<file path="src/rtl/lvl_intc_pkg.sv">
// Shared definitions for the leveled interrupt controller.
// Assumes: users import it; holds only the write-kind encoding.
package lvl_intc_pkg;
    typedef enum logic [1:0] {
        KIND_PRIO    = 2'd0,
        KIND_MASK    = 2'd1,
        KIND_MASKALL = 2'd2,
        KIND_NONE    = 2'd3
    } wr_kind_e;
endpackage

</file>
<file path="src/rtl/lvl_intc_cfg.sv">
// Configuration store: programmable levels/priorities, per-source masks,
// mask-all. Fixed-level sources get constant levels 1..N_LEVELS.
// Assumes: wr_idx_i below N_SRC; out-of-range writes are dropped.
module lvl_intc_cfg
    import lvl_intc_pkg::*;
#(
    parameter int N_PROG   = 56,
    parameter int N_LEVELS = 7,
    parameter int LVL_W    = 3,
    parameter int PRI_W    = 3,
    parameter int IDX_W    = 6,
    localparam int N_SRC   = N_PROG + N_LEVELS
) (
    input  logic                            clk,
    input  logic                            rst_n,
    input  logic                            wr_en_i,
    input  logic [1:0]                      wr_kind_i,
    input  logic [IDX_W-1:0]                wr_idx_i,
    input  logic [LVL_W+PRI_W-1:0]          wr_data_i,
    output logic [N_SRC-1:0][LVL_W-1:0]     lvl_o,
    output logic [N_PROG-1:0][PRI_W-1:0]    pri_o,
    output logic [N_SRC-1:0]                mask_o,
    output logic                            mask_all_o
);
    logic [N_PROG-1:0][LVL_W-1:0] plvl_q;
    logic [N_PROG-1:0][PRI_W-1:0] ppri_q;
    logic [N_SRC-1:0]             mask_q;
    logic                         mask_all_q;
    wr_kind_e                     kind;

    assign kind = wr_kind_e'(wr_kind_i);

    // Apply one configuration write per cycle.
    always_ff @(posedge clk) begin
        if (!rst_n) begin
            plvl_q     <= '0;
            ppri_q     <= '0;
            mask_q     <= '1;
            mask_all_q <= 1'b0;
        end else if (wr_en_i) begin
            case (kind)
                KIND_PRIO: if (wr_idx_i < IDX_W'(N_PROG)) begin
                    plvl_q[wr_idx_i] <= wr_data_i[LVL_W+PRI_W-1:PRI_W];
                    ppri_q[wr_idx_i] <= wr_data_i[PRI_W-1:0];
                end
                KIND_MASK: if (wr_idx_i < IDX_W'(N_SRC))
                    mask_q[wr_idx_i] <= wr_data_i[0];
                KIND_MASKALL: mask_all_q <= wr_data_i[0];
                default: ;
            endcase
        end
    end

    // Level table: programmable entries from storage, fixed ones constant.
    for (genvar i = 0; i < N_PROG; i++) begin : g_prog
        assign lvl_o[i] = plvl_q[i];
    end
    for (genvar k = 0; k < N_LEVELS; k++) begin : g_fixed
        assign lvl_o[N_PROG+k] = LVL_W'(k + 1);
    end

    assign pri_o      = ppri_q;
    assign mask_o     = mask_q;
    assign mask_all_o = mask_all_q;

    a_r13_maskall_write: assert property (@(posedge clk) disable iff (!rst_n)
        (wr_en_i && kind == KIND_MASKALL) |=> (mask_all_o == $past(wr_data_i[0])));
    a_r13_prio_write: assert property (@(posedge clk) disable iff (!rst_n)
        (wr_en_i && kind == KIND_PRIO && wr_idx_i < IDX_W'(N_PROG))
        |=> (lvl_o[$past(wr_idx_i)] == $past(wr_data_i[LVL_W+PRI_W-1:PRI_W])));
endmodule

</file>
<file path="src/rtl/lvl_intc_arb.sv">
// Combinational max-finder: picks the eligible source with the largest
// key; on equal keys the lowest index wins (strict compare, ascending scan).
// Assumes: keys already encode level above rank.
module lvl_intc_arb #(
    parameter int N_SRC = 63,
    parameter int IDX_W = 6,
    parameter int KEY_W = 7
) (
    input  logic [N_SRC-1:0]            elig_i,
    input  logic [N_SRC-1:0][KEY_W-1:0] key_i,
    output logic                        found_o,
    output logic [IDX_W-1:0]            idx_o
);
    logic [KEY_W-1:0] best;

    // Linear scan keeping the first strict maximum.
    always_comb begin
        found_o = 1'b0;
        idx_o   = '0;
        best    = '0;
        for (int i = 0; i < N_SRC; i++) begin
            if (elig_i[i] && (!found_o || key_i[i] > best)) begin
                found_o = 1'b1;
                idx_o   = IDX_W'(i);
                best    = key_i[i];
            end
        end
    end
endmodule

</file>
<file path="src/rtl/lvl_intc.sv">
// Leveled priority interrupt controller top. Registers raw requests,
// arbitrates by level then rank, drives ipl_o, answers hardware and
// software acknowledges with vectors, and drives a clockless wake line.
// Assumes: requests are level-held by their sources; acknowledges never
// clear them.
module lvl_intc #(
    parameter int N_LEVELS     = 7,
    parameter int PROG_PER_LVL = 8,
    parameter int VEC_W        = 8,
    parameter int VEC_BASE     = 64,
    parameter int VEC_SPUR     = 24,
    localparam int N_PROG = N_LEVELS * PROG_PER_LVL,
    localparam int N_SRC  = N_PROG + N_LEVELS,
    localparam int IDX_W  = $clog2(N_SRC),
    localparam int LVL_W  = $clog2(N_LEVELS + 1),
    localparam int PRI_W  = $clog2(PROG_PER_LVL),
    localparam int CFG_W  = LVL_W + PRI_W
) (
    input  logic               clk,
    input  logic               rst_n,
    input  logic [N_SRC-1:0]   irq_i,
    input  logic               wr_en_i,
    input  logic [1:0]         wr_kind_i,
    input  logic [IDX_W-1:0]   wr_idx_i,
    input  logic [CFG_W-1:0]   wr_data_i,
    output logic [N_SRC-1:0]   pending_o,
    output logic [LVL_W-1:0]   ipl_o,
    output logic               wake_o,
    input  logic               hw_ack_i,
    input  logic [LVL_W-1:0]   hw_ack_lvl_i,
    input  logic               sw_ack_i,
    output logic               ack_valid_o,
    output logic [VEC_W-1:0]   ack_vector_o
);
    localparam int RANK_W = PRI_W + 1;
    localparam int KEY_W  = LVL_W + RANK_W;
    localparam int HALF   = PROG_PER_LVL / 2;

    logic [N_SRC-1:0][LVL_W-1:0]  lvl_w;
    logic [N_PROG-1:0][PRI_W-1:0] pri_w;
    logic [N_SRC-1:0]             mask_w;
    logic                         mask_all_w;
    logic [N_SRC-1:0]             pend_q;
    logic [N_SRC-1:0]             enab, elig, elig_hw;
    logic [N_SRC-1:0][KEY_W-1:0]  key;
    logic                         glb_found, hw_found;
    logic [IDX_W-1:0]             glb_idx, hw_idx;
    logic [LVL_W-1:0]             ipl_q;
    logic                         ack_vld_q;
    logic [VEC_W-1:0]             ack_vec_q;

    lvl_intc_cfg #(
        .N_PROG(N_PROG), .N_LEVELS(N_LEVELS), .LVL_W(LVL_W),
        .PRI_W(PRI_W), .IDX_W(IDX_W)
    ) u_cfg (
        .clk(clk), .rst_n(rst_n), .wr_en_i(wr_en_i), .wr_kind_i(wr_kind_i),
        .wr_idx_i(wr_idx_i), .wr_data_i(wr_data_i), .lvl_o(lvl_w),
        .pri_o(pri_w), .mask_o(mask_w), .mask_all_o(mask_all_w)
    );

    // Capture raw requests once per cycle.
    always_ff @(posedge clk) begin
        if (!rst_n) pend_q <= '0;
        else        pend_q <= irq_i;
    end

    // Arbitration keys: level on top, rank below; fixed sources rank mid-level.
    for (genvar i = 0; i < N_SRC; i++) begin : g_key
        logic [RANK_W-1:0] rank;
        if (i < N_PROG) begin : g_p
            assign rank = (pri_w[i] < PRI_W'(HALF)) ? RANK_W'(pri_w[i])
                                                     : RANK_W'(pri_w[i]) + RANK_W'(1);
        end else begin : g_f
            assign rank = RANK_W'(HALF);
        end
        assign enab[i]    = (lvl_w[i] != '0);
        assign elig[i]    = pend_q[i] & ~mask_w[i] & ~mask_all_w & enab[i];
        assign elig_hw[i] = elig[i] & (lvl_w[i] == hw_ack_lvl_i);
        assign key[i]     = {lvl_w[i], rank};
    end

    lvl_intc_arb #(.N_SRC(N_SRC), .IDX_W(IDX_W), .KEY_W(KEY_W)) u_arb_glb (
        .elig_i(elig), .key_i(key), .found_o(glb_found), .idx_o(glb_idx)
    );
    lvl_intc_arb #(.N_SRC(N_SRC), .IDX_W(IDX_W), .KEY_W(KEY_W)) u_arb_hw (
        .elig_i(elig_hw), .key_i(key), .found_o(hw_found), .idx_o(hw_idx)
    );

    // Register the presented level of the overall winner.
    always_ff @(posedge clk) begin
        if (!rst_n) ipl_q <= '0;
        else        ipl_q <= glb_found ? lvl_w[glb_idx] : '0;
    end

    // Answer acknowledges; hardware cycle takes precedence over software read.
    always_ff @(posedge clk) begin
        if (!rst_n) begin
            ack_vld_q <= 1'b0;
            ack_vec_q <= '0;
        end else if (hw_ack_i) begin
            ack_vld_q <= 1'b1;
            ack_vec_q <= hw_found ? VEC_W'(VEC_BASE) + VEC_W'(hw_idx) : VEC_W'(VEC_SPUR);
        end else if (sw_ack_i) begin
            ack_vld_q <= 1'b1;
            ack_vec_q <= glb_found ? VEC_W'(VEC_BASE) + VEC_W'(glb_idx) : VEC_W'(VEC_SPUR);
        end else begin
            ack_vld_q <= 1'b0;
        end
    end

    assign wake_o       = (|(irq_i & ~mask_w & enab)) & ~mask_all_w;
    assign pending_o    = pend_q;
    assign ipl_o        = ipl_q;
    assign ack_valid_o  = ack_vld_q;
    assign ack_vector_o = ack_vec_q;

    a_r5_ack_follows_req: assert property (@(posedge clk) disable iff (!rst_n)
        ack_valid_o |-> $past(hw_ack_i || sw_ack_i));
    a_r9_maskall_quiet: assert property (@(posedge clk) disable iff (!rst_n)
        mask_all_w |=> (ipl_o == '0));
    a_r2_winner_eligible: assert property (@(posedge clk) disable iff (!rst_n)
        glb_found |-> (pend_q[glb_idx] && lvl_w[glb_idx] != '0));
    a_r8_masked_never_wins: assert property (@(posedge clk) disable iff (!rst_n)
        glb_found |-> !mask_w[glb_idx]);
    a_r6_spurious: assert property (@(posedge clk) disable iff (!rst_n)
        (hw_ack_i && !(|elig_hw)) |=> (ack_vector_o == VEC_W'(VEC_SPUR)));
    a_r5_vector_range: assert property (@(posedge clk) disable iff (!rst_n)
        (ack_valid_o && ack_vector_o != VEC_W'(VEC_SPUR))
        |-> (ack_vector_o >= VEC_W'(VEC_BASE) && ack_vector_o < VEC_W'(VEC_BASE + N_SRC)));
endmodule

</file>
<file path="config.mk">
export PLATFORM = sky130hd
export DESIGN_NAME = lvl_intc
export DESIGN_NICKNAME = d
export VERILOG_FILES = /design/src/rtl/lvl_intc_pkg.sv /design/src/rtl/lvl_intc_cfg.sv /design/src/rtl/lvl_intc_arb.sv /design/src/rtl/lvl_intc.sv
export SDC_FILE = /design/constraint.sdc
export NUM_CORES = 2
export LEC_CHECK = 0
export BUFFER_PORTS_ARGS = -buffer_cell sky130_fd_sc_hd__buf_2
export CORE_ASPECT_RATIO = 1.2
export CORE_MARGIN = 1
export CORE_UTILIZATION = 38
export CTS_CLUSTER_DIAMETER = 80
export DETAILED_ROUTE_END_ITERATION = 12
export PLACE_DENSITY_LB_ADDON = 0.08
export SETUP_SLACK_MARGIN = 0.1
export SLEW_MARGIN = 20
export SYNTH_ARGS = -nofsm -noshare
export SYNTH_HDL_FRONTEND = slang
export SYNTH_SLANG_ARGS = --single-unit
</file>
<file path="constraint.sdc">
create_clock -name clk -period 113.7 [get_ports clk]
set_input_delay 0 -clock clk [delete_from_list [all_inputs] [get_ports clk]]
set_output_delay 0 -clock clk [all_outputs]
set_load 0.01 [all_outputs]
</file>
**Yosys cells after proc, flatten, opt, wreduce, memory -nomap -nowiden**

Index checks and enable logic that the tools add are counted.

- Output and inout port bits: 76
- Logic and storage cells: 1620
- Bits in registers: 475
- Input port bits: 85

- Reductions and logical operators: 436
- Bitwise gates (word level): 313
- Order comparisons: 185
- Equality and inequality tests: 65
- Multiplexer cells: 445
- Add/subtract/negate cells: 58

Operator list:

| cell | number |
|---|---|
| 2-to-1 mux 7 bit | 124 |
| greater-than comparator 7 bit | 110 |
| 2-to-1 mux 6 bit | 62 |
| bitwise mux 168 bit | 2 |
| 2-to-1 mux 4 bit | 72 |
| AND 1 bit | 246 |
| adder 3 x 1 -> 4 bit, second input constant | 56 |
| == test 3 bit | 56 |
| less-than comparator 3 bit, second input constant | 56 |
| nonzero test 3 bit | 56 |
| 2-to-1 mux 5 bit | 32 |
| 2-to-1 mux 1 bit | 131 |
| AND 63 bit | 2 |
| logical AND 1 bit | 125 |
| logical NOT 1 bit | 124 |
| logical OR 1 bit | 124 |
| NOT 1 bit | 64 |
| bitwise mux 63 bit | 1 |
| NOT 63 bit | 1 |
| OR reduction 63 bit | 1 |
| greater-than comparator 7 bit, first input constant | 8 |
| 2-to-1 mux 8 bit | 4 |
| 2-to-1 mux 3 bit | 10 |
| greater-than comparator 6 x 7 -> 1 bit, first input constant | 4 |
| other kinds (18) | 31 |

**Longest topological paths before layout**

- Depth after elaboration: 257
- Gate-level depth with buffers: 724
- Depth with buffers taken out: 687

**Hierarchy**

From an unflattened synthesis, not the netlist that was laid out.

- Cell total of the unflattened synthesis: 9814
- Area, all modules: 74531.5 um^2

By module, submodules not included:

| module | cells an instance | sequential area each (um^2) | area each (um^2) | times used |
|---|---|---|---|---|
| lvl_intc_arb (u_arb_hw) | 3670 | 0.0 | 24961.4 | 1 |
| lvl_intc_arb (u_arb_glb) | 3570 | 0.0 | 24070.6 | 1 |
| lvl_intc_cfg | 1485 | 8007.7 | 15524.9 | 1 |
| lvl_intc | 1089 | 1481.4 | 9974.6 | 1 |

**Worst setup path before layout**

No wires, ideal clock.

- Path type: register -> register
- Start: register u_cfg.mask_all_q, in the netlist u_cfg.mask_all_o
- End: register ipl_q[2], in the netlist ipl_o[2]
- Library setup time: 0.087 ns
- Path slack: 1.136 ns
- Arrival time: 112.477 ns
- Period minus slack after synthesis: 112.564 ns
- Path buffers: 36
- Data required time: 113.613 ns
- Stages on the path, launching flop included: 681
- Cells stage by stage: dfxtp_1 > buf_4 > or3b_4 > or3_1 > ha_1 > nand4_1 > a21oi_1 > o21ai_0 > a21oi_1 > clkbuf_1 > mux2_2 > ha_1 > nand3b_1 > a21oi_1 > o22a_1 > o21ai_4 > mux2_2 > inv_1 > [... 645 more ...] > o21ai_0 > o22a_1 > o21a_1 > clkbuf_1 > nand2b_1 > inv_1 > or3_1 > buf_2 > a221oi_2 > a21oi_2 > or2_1 > buf_6 > buf_2 > ha_1 > nor2_1 > a211oi_1 > or3_1 > o31ai_1

- Longest elaborated chain between the ends: 254
- Elaborated cells between the ends (all ways): 558
- Those cells by class: order compare (62); mux (189); bitwise (120); reduce/logical (187)

Ends and longest elaborated chain:

| item | RTL line | source |
|---|---|---|
| start: declaration | lvl_intc_cfg.sv:28 | `logic mask_all_q;` |
| start signal: assignment | lvl_intc_cfg.sv:48 | `KIND_MASKALL: mask_all_q <= wr_data_i[0];` |
| NOT 1 bit * | lvl_intc.sv:77 | `assign elig[i] = pend_q[i] & ~mask_w[i] & ~mask_all_w & enab[i];` |
| AND 1 bit (2 in series) | lvl_intc.sv:77 |  |
| 2-to-1 mux 7 bit / 2-to-1 mux 1 bit (equally long branches) | lvl_intc_arb.sv:22 | `if (elig_i[i] && (!found_o \|\| key_i[i] > best)) begin` |
| greater-than comparator 7 bit / logical NOT 1 bit (equally long branches) | lvl_intc_arb.sv:22 |  |
| logical OR 1 bit | lvl_intc_arb.sv:22 |  |
| logical AND 1 bit | lvl_intc_arb.sv:22 |  |
| 2-to-1 mux 7 bit / 2-to-1 mux 1 bit (equally long branches) | lvl_intc_arb.sv:22 |  |
| greater-than comparator 7 bit / logical NOT 1 bit (equally long branches) | lvl_intc_arb.sv:22 |  |
| [... 237 more ...] | - |  |
| logical AND 1 bit | lvl_intc_arb.sv:22 |  |
| 2-to-1 mux 7 bit / 2-to-1 mux 1 bit (equally long branches) | lvl_intc_arb.sv:22 |  |
| greater-than comparator 7 bit / logical NOT 1 bit (equally long branches) | lvl_intc_arb.sv:22 |  |
| logical OR 1 bit | lvl_intc_arb.sv:22 |  |
| logical AND 1 bit | lvl_intc_arb.sv:22 |  |
| 2-to-1 mux 6 bit | lvl_intc_arb.sv:22 |  |
| binary-select mux 3 bit (select 6 bit) | lvl_intc.sv:92 | `else ipl_q <= glb_found ? lvl_w[glb_idx] : '0;` |
| 2-to-1 mux 3 bit (not written as such) | lvl_intc.sv:92 |  |
| end signal: assignment | lvl_intc.sv:92 |  |
| end: declaration | lvl_intc.sv:48 | `logic [LVL_W-1:0] ipl_q;` |

Every way passes the cells marked *; elsewhere a longest branch is shown, timed or not. The select of a mux whose other input is x is not followed.
A chain may end at the register's enable or synchronous reset.

**Worst setup path in the final report**

- Start: register u_cfg.mask_all_q, in the netlist u_cfg.mask_all_o
- End: register ipl_q[1], in the netlist ipl_o[1]

Same word-level chain as after synthesis.

==> impl_metrics.json <==
{
  "power.leakage_nw": 30.0,
  "dp_worst_setup_slack_ns": -3.86,
  "ys_warn_count": 0,
  "drtAntennaViolNets": 0,
  "wirelength_met1_um": 114000,
  "multi_input_area_um2": 50100,
  "syn2layout_area_growth_pct": 18.4,
  "routed.top_layer": "met5",
  "grt.total_usage": 0.337,
  "grt_pass1_vias": 62400,
  "layout_worst_path_cycle_share": 0.948,
  "asyncSetResetFlopFracSynth": 0,
  "worst_path_max_delay_cell": "sky130_fd_sc_hd__or4_4",
  "filler_cell_count": 16109,
  "run_status": "complete, no violations",
  "drt-initial-drc-count": 5531,
  "cap_viol_max_count": 0,
  "pin_count_of_the_biggest_net_entering_global_routing": 111,
  "initial_core_util": 0.383,
  "critical_path.max_stage_delay_ns": 0.57,
  "placeableCoreArea_um2": 158000,
  "die_height_um": 440,
  "synth_fa_ha_area_frac": 0.162,
  "timing.critical_path.to_type": "flip-flop",
  "totalWireLength_um": 287000,
  "path_common_cell": "sky130_fd_sc_hd__ha_1",
  "final_nets": 9542,
  "avgSynthCellArea_um2": 7.30,
  "place.port_buffers": 159,
  "seqCellArea_um2": 9490,
  "antenna_found_initial": 21,
  "synth_top_flop_cell": "sky130_fd_sc_hd__dfxtp_1",
  "critical_path_arrival_ns": 108.38,
  "timing_worst_setup_path_type": "reg2reg",
  "syn-cell-area_um2": 60600,
  "number_of_distinct_standard_cells_referenced_by_the_synthesized_netlist": 140,
  "cts_inserted_buffers": 67,
  "yosysTopAreaCell": "sky130_fd_sc_hd__ha_1",
  "timing_max_transition_violations_final": 0,
  "post-route-worst-setup-slack_ns": 5.89,
  "fmax_mhz": 9.28,
  "vdd_ir_drop_max_uv": 10.2,
  "total_via_count_in_the_routed_design": 66116,
  "yosys.area_share.xor_xnor": 0.0324,
  "synth_seq_cells": 474,
  "cts.sinks": 474,
  "setup_tns_ns": 0,
  "io_pins": 161,
  "dr_vias_cell": 6.10,
  "power_density_nw_per_um2": 6.02,
  "crit_path_max_fanout": 8,
  "synth.net_count": 9168,
  "required_ns": 114.27,
  "die_width_um": 367,
  "1st_pass_router_iterations": 6,
  "rows": 160,
  "timing.reg2reg.setup_slack_ns": 5.89,
  "synth_top_cells_by_area": "sky130_fd_sc_hd__ha_1 16%, sky130_fd_sc_hd__dfxtp_1 16%, sky130_fd_sc_hd__nand2_1 5.9%",
  "relSlewSlack": 0.0490,
  "hp-class": "in2reg",
  "clk_pin_slew_worst_paths_ns": 0.06,
  "wl_met3_um": 19500,
  "place_hpwl_um": 225000,
  "grt_pass1_wl_um": 410000,
  "share_of_cells_above_drive_strength_1": 0.168,
  "synthesized_instance_count": 8301,
  "synth_top_family_by_area": "compound AO/OA/AOI/OAI gates",
  "clk_path_buf_depth": 3,
  "synth_sequential_area_ratio": 0.157,
  "clk-insertion-delay-late_ns": 0.69,
  "hold_ws_ns": 0.0636,
  "post_synth_edffs": 0,
  "netlist.area_leader.share": 0.161,
  "grt.overflow.total": 0,
  "start_kind": "flip-flop",
  "placed_area_um2": 64800,
  "final_util": 0.453,
  "timing_worst_slew_pin_value_ns": 1.41,
  "cts_tree": "built",
  "remaining_drc_errors": 0,
  "gp_congestion": 1.03,
  "final_period_minus_worst_setup_slack_ns": 107.81,
  "postLayoutCellArea_um2": 71800,
  "synth_compound_area_frac": 0.274,
  "hold_viol_final": 0,
  "setup_skew_after_layout_ns": 0.0392,
  "htreeDepth": 3,
  "die_area_um2": 161000,
  "setup-violations-final": 0,
  "root_buffer": "sky130_fd_sc_hd__clkbuf_16",
  "synth_simple_gate_area_frac": 0.255,
  "wl_per_cell_um": 26.5,
  "met2_wirelength_um": 136000,
  "synth.mux.area_fraction": 0.0628
}
## through the flow
stage	total power [W]	cells
floorplan	0.000188	8301
global placement	0.000203	10432
detailed placement	0.000203	10432
CTS	0.000434	10662
global route	0.000441	10834
finish	0.000432	10841
## placed cells by master, fill, tap and decap left out, drive strengths merged, types with 378 or more instances in the layout
cell,n
a21boi,378
a21oi,429
buf,626
dfxtp,474
ha,782
inv,483
nand2,957
nand3,526
nor2,576
o21ai,508
## Yosys cell counts (24+ instances only)
library cell               instances
sky130_fd_sc_hd__ha_1            782
sky130_fd_sc_hd__buf_1            40
sky130_fd_sc_hd__nand3b_1         36
sky130_fd_sc_hd__inv_1           467
sky130_fd_sc_hd__o31ai_1          29
sky130_fd_sc_hd__and3_1           62
sky130_fd_sc_hd__mux2_2          183
sky130_fd_sc_hd__nand4_1         127
sky130_fd_sc_hd__o21a_1          169
sky130_fd_sc_hd__a22oi_1          34
sky130_fd_sc_hd__nor4_1           31
sky130_fd_sc_hd__and2_1          157
sky130_fd_sc_hd__a21oi_1         425
sky130_fd_sc_hd__xor2_1           44
sky130_fd_sc_hd__nor2b_1         182
sky130_fd_sc_hd__a211o_1          24
sky130_fd_sc_hd__clkbuf_1        354
sky130_fd_sc_hd__nand2b_1        157
sky130_fd_sc_hd__or2_2            36
sky130_fd_sc_hd__a31oi_1          71
sky130_fd_sc_hd__o21ai_0         485
sky130_fd_sc_hd__nor3_1          132
sky130_fd_sc_hd__o211ai_1        133
sky130_fd_sc_hd__a21boi_0        377
sky130_fd_sc_hd__a311oi_1         46
sky130_fd_sc_hd__o311ai_0         43
sky130_fd_sc_hd__mux2i_1         162
sky130_fd_sc_hd__dfxtp_1         474
sky130_fd_sc_hd__o21bai_1         27
sky130_fd_sc_hd__a21o_1          161
sky130_fd_sc_hd__nand2_1         953
sky130_fd_sc_hd__nor2_1          573
sky130_fd_sc_hd__xnor2_1         180
sky130_fd_sc_hd__a211oi_1         40
sky130_fd_sc_hd__nor4b_1          52
sky130_fd_sc_hd__nand3_1         525
sky130_fd_sc_hd__o22ai_1          66
sky130_fd_sc_hd__or3_1            29
## routing by layer
layer / vias to the layer above / GRT usage
met4: 10 / 0.186
met3: 645 / 0.0437
met5: - / 0
met1: 31920 / 0.401
met2: 2488 / 0.585
li1: 31053 / -
## kinds of logic after synthesis
kind of cell	Yosys count
xor gates and xnor gates	224
and+or+nand+nor	3146
muxes	352
other	1
buffers and inverters	897
adders and majority gates	786
AOI/OAI and AO/OA	2421
DFF	474
## power by group
group          total (W)  switching (W)  internal [W]  leakage (nW)
registers       0.000171     0.00000289      0.000168          3.84
logic          0.0000334      0.0000226     0.0000108          25.1
clock network   0.000228      0.0000912      0.000137          1.12
## state kept, by name, summed over array words and instances, names as in the netlist
register          count
ack_valid_o           1
u_cfg.lvl_o         168
u_cfg.mask_o         63
ack_vector_o          7
ipl_o                 3
pending_o            63
u_cfg.mask_all_o      1
u_cfg.pri_o         168
## area by class of cell
type                       count  share of cell area
antenna                        9            0.000314
clock buffer                  91              0.0260
clock inverter                29             0.00610
inverter                     473              0.0250
multi-input combinational   6940               0.698
sequential                   474               0.132
tap                         2106              0.0367
timing repair buffer         719              0.0754
## critical path: cells and delay by family, from the launching register on
kind | cells | cell delay [ns]
flops | 1 | 0.35
compound gates | 295 | 46.77
mux | 29 | 8.10
buf+inv | 37 | 4.76
fa+ha+maj | 59 | 16.51
simple gates | 239 | 31.09
## path summary, 6_finish.rpt
| check | cells after the start | startpoint | endpoint |
|---|---|---|---|
| max | 659 | u_cfg.mask_all_o$_SDFFE_PN0P_ | ipl_o[1]$_SDFF_PN0_ |
| min | 3 | irq_i[37] | pending_o[37]$_SDFF_PN0_ |
| max reg2reg | 659 | u_cfg.mask_all_o$_SDFFE_PN0P_ | ipl_o[1]$_SDFF_PN0_ |
| min reg2reg | 2 | u_cfg.lvl_o[137]$_SDFFE_PN0P_ | u_cfg.lvl_o[137]$_SDFFE_PN0P_ |
## what timing repair did
action / in CTS / in global routing
cloned: 2 / 13
gates resized for setup: 64 / 530
hold buffers: 90 / 0
buffers inserted: 18 / 157
pin swaps: 9 / 206
hold endpoints to repair: 191 / 0
endpoints found under the setup margin: 9 / 9
(Power assumes the default switching activity.)
